===== src/rtl/bscan_chain.sv =====
module bscan_chain #(
  parameter int N = 8
) (
  input  logic         clk,
  input  logic         rst_n,
  input  logic         test_mode,
  input  logic         scan_en,
  input  logic         cap_en,
  input  logic         upd_en,
  input  logic         si,
  output logic         so,
  input  logic [N-1:0] pin_in,
  output logic [N-1:0] pin_out,
  input  logic         seq_start,
  input  logic [N-1:0] seq_vec,
  output logic         seq_busy,
  output logic         seq_done,
  output logic [N-1:0] seq_resp
);
  localparam int CW = $clog2(N + 1);

  typedef enum logic [2:0] {S_IDLE, S_SHIFT, S_UPD, S_CAP, S_DONE} st_t;

  st_t          st;
  logic [CW-1:0] cnt;
  logic [N-1:0] cs_q, lat_q, vec_q, resp_q, resp_nx;
  logic         do_shift, do_cap, do_upd, ser_in, mode_eff;

  assign seq_busy = (st != S_IDLE);
  assign seq_done = (st == S_DONE);
  assign seq_resp = resp_q;

  assign do_shift = seq_busy ? (st == S_SHIFT) : scan_en;
  assign do_cap   = seq_busy ? (st == S_CAP)   : (cap_en & ~scan_en);
  assign do_upd   = seq_busy ? (st == S_UPD)   : upd_en;
  assign ser_in   = seq_busy ? vec_q[N-1]      : si;
  assign mode_eff = rst_n & (seq_busy | test_mode);

  assign pin_out = mode_eff ? lat_q : pin_in;
  assign so      = cs_q[N-1];

  for (genvar i = 0; i < N; i++) begin : g_cell
    logic chain_in;
    if (i == 0) begin : g_head
      assign chain_in = ser_in;
    end else begin : g_body
      assign chain_in = cs_q[i-1];
    end

    always_ff @(posedge clk or negedge rst_n) begin
      if (!rst_n) begin
        cs_q[i]  <= 1'b0;
        lat_q[i] <= 1'b0;
      end else begin
        if (do_shift)    cs_q[i] <= chain_in;
        else if (do_cap) cs_q[i] <= pin_in[i];
        if (do_upd)      lat_q[i] <= cs_q[i];
      end
    end
  end

  always_comb begin
    resp_nx    = resp_q << 1;
    resp_nx[0] = so;
  end

  always_ff @(posedge clk or negedge rst_n) begin
    if (!rst_n) begin
      st     <= S_IDLE;
      cnt    <= '0;
      vec_q  <= '0;
      resp_q <= '0;
    end else begin
      case (st)
        S_IDLE: if (seq_start) begin
          st    <= S_SHIFT;
          cnt   <= '0;
          vec_q <= seq_vec;
        end
        S_SHIFT: begin
          vec_q  <= vec_q << 1;
          resp_q <= resp_nx;
          cnt    <= cnt + 1'b1;
          if (cnt == CW'(N - 1)) st <= S_UPD;
        end
        S_UPD:   st <= S_CAP;
        S_CAP:   st <= S_DONE;
        default: st <= S_IDLE;
      endcase
    end
  end
endmodule


===== config.mk =====
export PLATFORM = sky130hd
export DESIGN_NAME = bscan_chain
export DESIGN_NICKNAME = d
export VERILOG_FILES = /design/src/rtl/bscan_chain.sv
export SDC_FILE = /design/constraint.sdc
export NUM_CORES = 1
export LEC_CHECK = 0
export BUFFER_PORTS_ARGS = -buffer_cell sky130_fd_sc_hd__buf_2
export CORE_MARGIN = 3
export CORE_UTILIZATION = 50
export CTS_CLUSTER_SIZE = 40
export DETAILED_ROUTE_END_ITERATION = 10
export PLACE_DENSITY = 0.85
export SYNTH_ARGS = -nofsm -noshare
export SYNTH_HDL_FRONTEND = slang
export SYNTH_SLANG_ARGS = --single-unit

===== constraint.sdc =====
create_clock -name clk -period 2.5 [get_ports clk]
set_clock_uncertainty 0.1 [all_clocks]
set_input_delay 0.25 -clock clk [delete_from_list [all_inputs] [get_ports clk]]
set_output_delay 0.25 -clock clk [all_outputs]
set_load 0.02 [all_outputs]

Word level (Yosys, flattened, before mapping)
Cells that the tools add are included.

Flip-flop bits (word level): 39. Input port bits: 24. Output and inout bits: 19. Logic and storage cells: 66.

Add/subtract/negate cells: 1. Equality and inequality tests: 7. Muxes and demuxes: 28. Bitwise gates (word level): 4. Reductions and logical operators: 6.

Operators by type and width (count): 1-bit two-way mux (20); 8-bit two-way mux (2); 8-bit case mux with 2 select lines (1); 3-bit case mux with 4 select lines (1); 4-bit case mux with 2 select lines (1); 3-bit by 2-bit equality test with 1-bit output (second input constant) (2); 3-bit two-way mux (2); 4-bit by 1-bit adder with 4-bit output (second input constant) (1); 4-bit by 3-bit equality test with 1-bit output (second input constant) (1); 4-bit two-way mux (1); 2-bit AND reduction (2); 2-bit nonzero test (2); 3-bit by 1-bit equality test with 1-bit output (second input constant) (1); 3-bit equality test (second input constant) (1); 3-bit logical NOT (1); 3-bit nonzero test (1); 1-bit bitwise AND (2); 2-bit by 1-bit != test with 1-bit output (second input constant) (1); 2-bit != test (second input constant) (1); 1-bit NOT (1); 1-bit OR (1).

Logic depth before layout (Yosys ltp)
Word-level depth: 5. Mapped depth: 7. Gate-level depth less buffers: 5.

Worst setup path after synthesis
OpenSTA, ideal clock, no wires.

Path kind: register to output. From: register st[1]. To: output port pin_out[0]. Arrival time: 1.586 ns. Required time: 2.150 ns. Setup slack: 0.564 ns. Cell stages (with the launch flop): 5. Cells stage by stage: dfrtp_1 > buf_6 > or3_4 > o21ai_4 > mux2_2.

Word-level cells in the longest chain between the ends: 4.

RTL lines: from (decl) (RTL line 24) `st_t st;`; from (signal assigned) (RTL line 69) `st <= S_IDLE;`; from (signal assigned) (RTL line 76) `st <= S_SHIFT;`; from (signal assigned) (RTL line 84) `if (cnt == CW'(N - 1)) st <= S_UPD;`; 3-bit nonzero test (RTL line 29) `assign seq_busy = (st != S_IDLE);`; via seq_busy (RTL line 16) `output logic seq_busy,`; 1-bit OR (RTL line 37) `assign mode_eff = rst_n & (seq_busy | test_mode);`; 1-bit bitwise AND (RTL line 37); 8-bit two-way mux (RTL line 39) `assign pin_out = mode_eff ? lat_q : pin_in;`; to (decl) (RTL line 13) `output logic [N-1:0] pin_out,`.

The timed path passes the listed nets, and every way through them passes these cells.

Final worst setup path
From: register st[1]. To: output port pin_out[6].

Word-level cells in the longest chain between the ends: 4.

RTL lines (RTL line): 3-bit nonzero test (29); 1-bit OR (37); 1-bit bitwise AND (37); 8-bit two-way mux (39).

Every way passes these cells.

==> run_results.csv <==
group,metric,value,unit
min_path,min_from,"seq_vec[6]",
final_layout,syn_to_final_growth,18.3,%
global_routing,groute.usage.overall,0.169,
setup_path,slowest_stage,"dfrtp_1",
sta,setup_violations,0,
sta,period_share,0.946,
synthesis,syn-instance-count,173,
clocking,cts_tree,"built",
sta,rsz0062_at_grt,"false",
power_and_ir_drop,pwr-share-clk,0.169,
sta,worstMarginPinSlew,0.998,ns
power_and_ir_drop,power.leakage,0.00108,µW
route,routed_wl,3.53,mm
setup_path,rr_worst_depth,3,
setup_path,crit_path_end_kind,"primary output",
synthesis,avgSynthCellArea,10.7,µm²
floorplan,dieWidth,66.8,µm
placed_design,dp_hpwl,2.46,mm
placed_design,place.gp.congestion,0.798,
final_layout,final-seq-area,976,µm²
placed_design,io_buffers,42,
min_path,worstHoldPathCells,3,
final_layout,num_antenna_cells,0,
setup_path,critPathLaunchType,"flop",
clocking,clkTransAtPathRegs,0.06,ns
global_routing,grt_pass1_vias,1280,
synthesis,synth.ff_latch_count,39,
final_layout,multi_input_area,793,µm²
floorplan,die_h,66.8,µm
sta,hold_viol_final,0,
route,first_pass_iters,4,
power_and_ir_drop,internal_power,1770,µW
sta,fmaxAchievable,423,MHz
clocking,h-tree-depth,2,
setup_path,r2r-end,"vec_q[5]$_DFFE_PN0P_",
power_and_ir_drop,p_switching,1100,µW
setup_path,reg2reg_slack,0.61,ns
clocking,cts.repair.resized,0,
final_layout,layout_common_cells,"buf_2, dfrtp_1, nand2_1",
clocking,clkSinkCount,39,
final_layout,drive_above_1_share,0.339,
floorplan,core,0.00344,mm²
global_routing,grt_use_met2,0.274,
global_routing,grt_max_degree,40,
global_routing,grt.met3_usage,0.0455,
synthesis,yosys_warnings,0,
sta,final-max-slew-violation-count,0,
clocking,clock_latency,0.29,ns
route,wl_per_cell,13.4,µm
power_and_ir_drop,peakVddDrop,0.848,mV
clocking,clockBufferDepth,2,
synthesis,synth_cell_type_count,26,
power_and_ir_drop,power_density,1310,mW/mm²
power_and_ir_drop,p_sw_frac,0.383,
power_and_ir_drop,power,2870,µW
setup_path,max_stage_delay,0.48,ns
route,avgViaCountPerCell,5.17,
final_layout,fin_nets,243,
setup_path,r2r-start,"st[1]$_DFFE_PN0P_",
global_routing,antenna_found_initial,0,
clocking,cts_buffers,5,
final_layout,layout_commonest_cell,"buf_2",
setup_path,arrival,2.02,ns
setup_path,crit_chain,"or3_4 > o21ai_4 > mux2_2 > buf_2",
route,dr_total_vias,1366,
global_routing,use_met1,0.209,
power_and_ir_drop,pwr-share-comb,0.429,
power_and_ir_drop,pwr-share-seq,0.402,
floorplan,start_util,0.537,
route,ant_nets,0,
run_status,status,"completed",
global_routing,grt.busiest_layer,"met2",
synthesis,mappedNetlistNets,198,
synthesis,netlist_area,0.00185,mm²
floorplan,die_area,0.00446,mm²
clocking,root_buffer,"clkbuf_8",
setup_path,crit_required,2.15,ns
sta,relSlewSlack,0.330,
min_path,worstHoldPathType,"input pin to flop",
global_routing,overflow,0,
sta,finalCriticalPeriod,2.37,ns
sta,tns,0,ns
run,drv_cap,0,
floorplan,rows,21,
route,route.detailed.drc,0,
setup_path,path_max_fanout,11,
synthesis,synth_seq_area_share,0.528,
global_routing,grt_pass1_wl,5.56,mm
final_layout,fillers,277,
route,drt-initial-drc-count,84,
min_path,holdPathEnd,"vec_q[6]$_DFFE_PN0P_",
setup_path,worstSetupPathType,"flop to primary output",
floorplan,io_pins,43,
cell usage after synthesis:
cell | instances | share of area
dfrtp_1 | 39 | 0.53
nand2_1 | 37 | 0.075
mux2_2 | 19 | 0.12
o21ai_0 | 15 | 0.041
mux2i_1 | 14 | 0.076
nor2_1 | 13 | 0.026
a21oi_1 | 10 | 0.027
buf_4 | 4 | 0.016
buf_6 | 3 | 0.018
clkbuf_1 | 2 | 0.0041
inv_1 | 2 | 0.0041
a22o_1 | 1 | 0.0047
a31oi_1 | 1 | 0.0034
ha_1 | 1 | 0.0068
nand3_1 | 1 | 0.0027
nand4_1 | 1 | 0.0034
nor3_1 | 1 | 0.0027
nor3_2 | 1 | 0.0054
nor3b_1 | 1 | 0.0041
o21a_1 | 1 | 0.0041
o21ai_1 | 1 | 0.0027
o21ai_4 | 1 | 0.0088
o21bai_1 | 1 | 0.0041
o2bb2ai_1 | 1 | 0.0047
or3_4 | 1 | 0.0061
or3b_1 | 1 | 0.0047
sequential cells by signal (all words and copies together), names as in the netlist:
signal,cells
so,1
lat_q,8
g_cell.chain_in,7
st,3
cnt,4
seq_resp,8
vec_q,8
kinds of logic after synthesis:
| family | Yosys count | synth area share |
|---|---|---|
| flip-flops | 39 | 0.528 |
| AO/OA/AOI/OAI | 32 | 0.100 |
| buffers and inverters | 11 | 0.0427 |
| multiplexers | 33 | 0.192 |
| AND/OR/NAND/NOR | 57 | 0.131 |
| adder cells (fa/ha/maj) | 1 | 0.00677 |
through the flow:
stage                     setup slack, ns  instance area (µm²)   util  instances  hold WS (ns)
final                               0.134                 2190  0.635        264         0.168
after floorplan                     0.564                 1850      -        173        -0.146
after CTS                           0.121                 2190  0.635        264         0.169
after global routing               0.0502                 2190  0.635        264         0.178
after detailed placement            0.435                 2070  0.603        256         0.280
after global placement              0.499                 2070  0.603        256         0.275
how the worst max path moves through the flow:
stage | startpoint | end | slack [ns] | cells after the start
floorplan | st[1]$_DFFE_PN0P_ | pin_out[0] | 0.56 | 4
global placement | st[1]$_DFFE_PN0P_ | pin_out[2] | 0.50 | 4
detailed placement | st[1]$_DFFE_PN0P_ | pin_out[7] | 0.43 | 4
CTS | st[1]$_DFFE_PN0P_ | pin_out[6] | 0.12 | 4
global route | st[1]$_DFFE_PN0P_ | pin_out[6] | 0.05 | 4
finish | st[1]$_DFFE_PN0P_ | pin_out[6] | 0.13 | 4
layout make-up:
class / instances / share of cell area
inverter: 2 / 0.00343
sequential: 39 / 0.446
clock buffer: 6 / 0.0332
timing repair buffer: 47 / 0.114
tap: 46 / 0.0263
multi-input combinational: 123 / 0.363
clock inverter: 1 / 0.0137
power groups by stage:
stage | Sequential (µW) | Combinational, µW | Clock, µW
floorplan | 1170 | 927 | 0
global placement | 1150 | 1190 | 0
detailed placement | 1160 | 1230 | 0
CTS | 1160 | 1250 | 501
global route | 1200 | 1370 | 524
finish | 1160 | 1230 | 486
per-layer routing:
metal / share of wire / vias to the layer above / wire length, µm
li1: - / 681 / -
met1: 0.44 / 651 / 1560
met2: 0.49 / 25 / 1740
met3: 0.041 / 9 / 144
met4: 0.021 / 0 / 74
met5: 0 / - / 0
worst max-delay path, delay by kind of cell, from the launching register on:
kind,cells,cell delay (ns)
muxes,1,0.37
buffers and inverters,1,0.16
DFF,1,0.48
AOI/OAI and AO/OA,1,0.26
and+or+nand+nor,1,0.45
what timing repair did:
item | 4_1_cts | 5_1_grt
hold endpoints to repair | 39 | 0
hold buffers | 1 | 0
buffers inserted | 0 | 0
No activity file was read; power rests on OpenSTA's default activity.
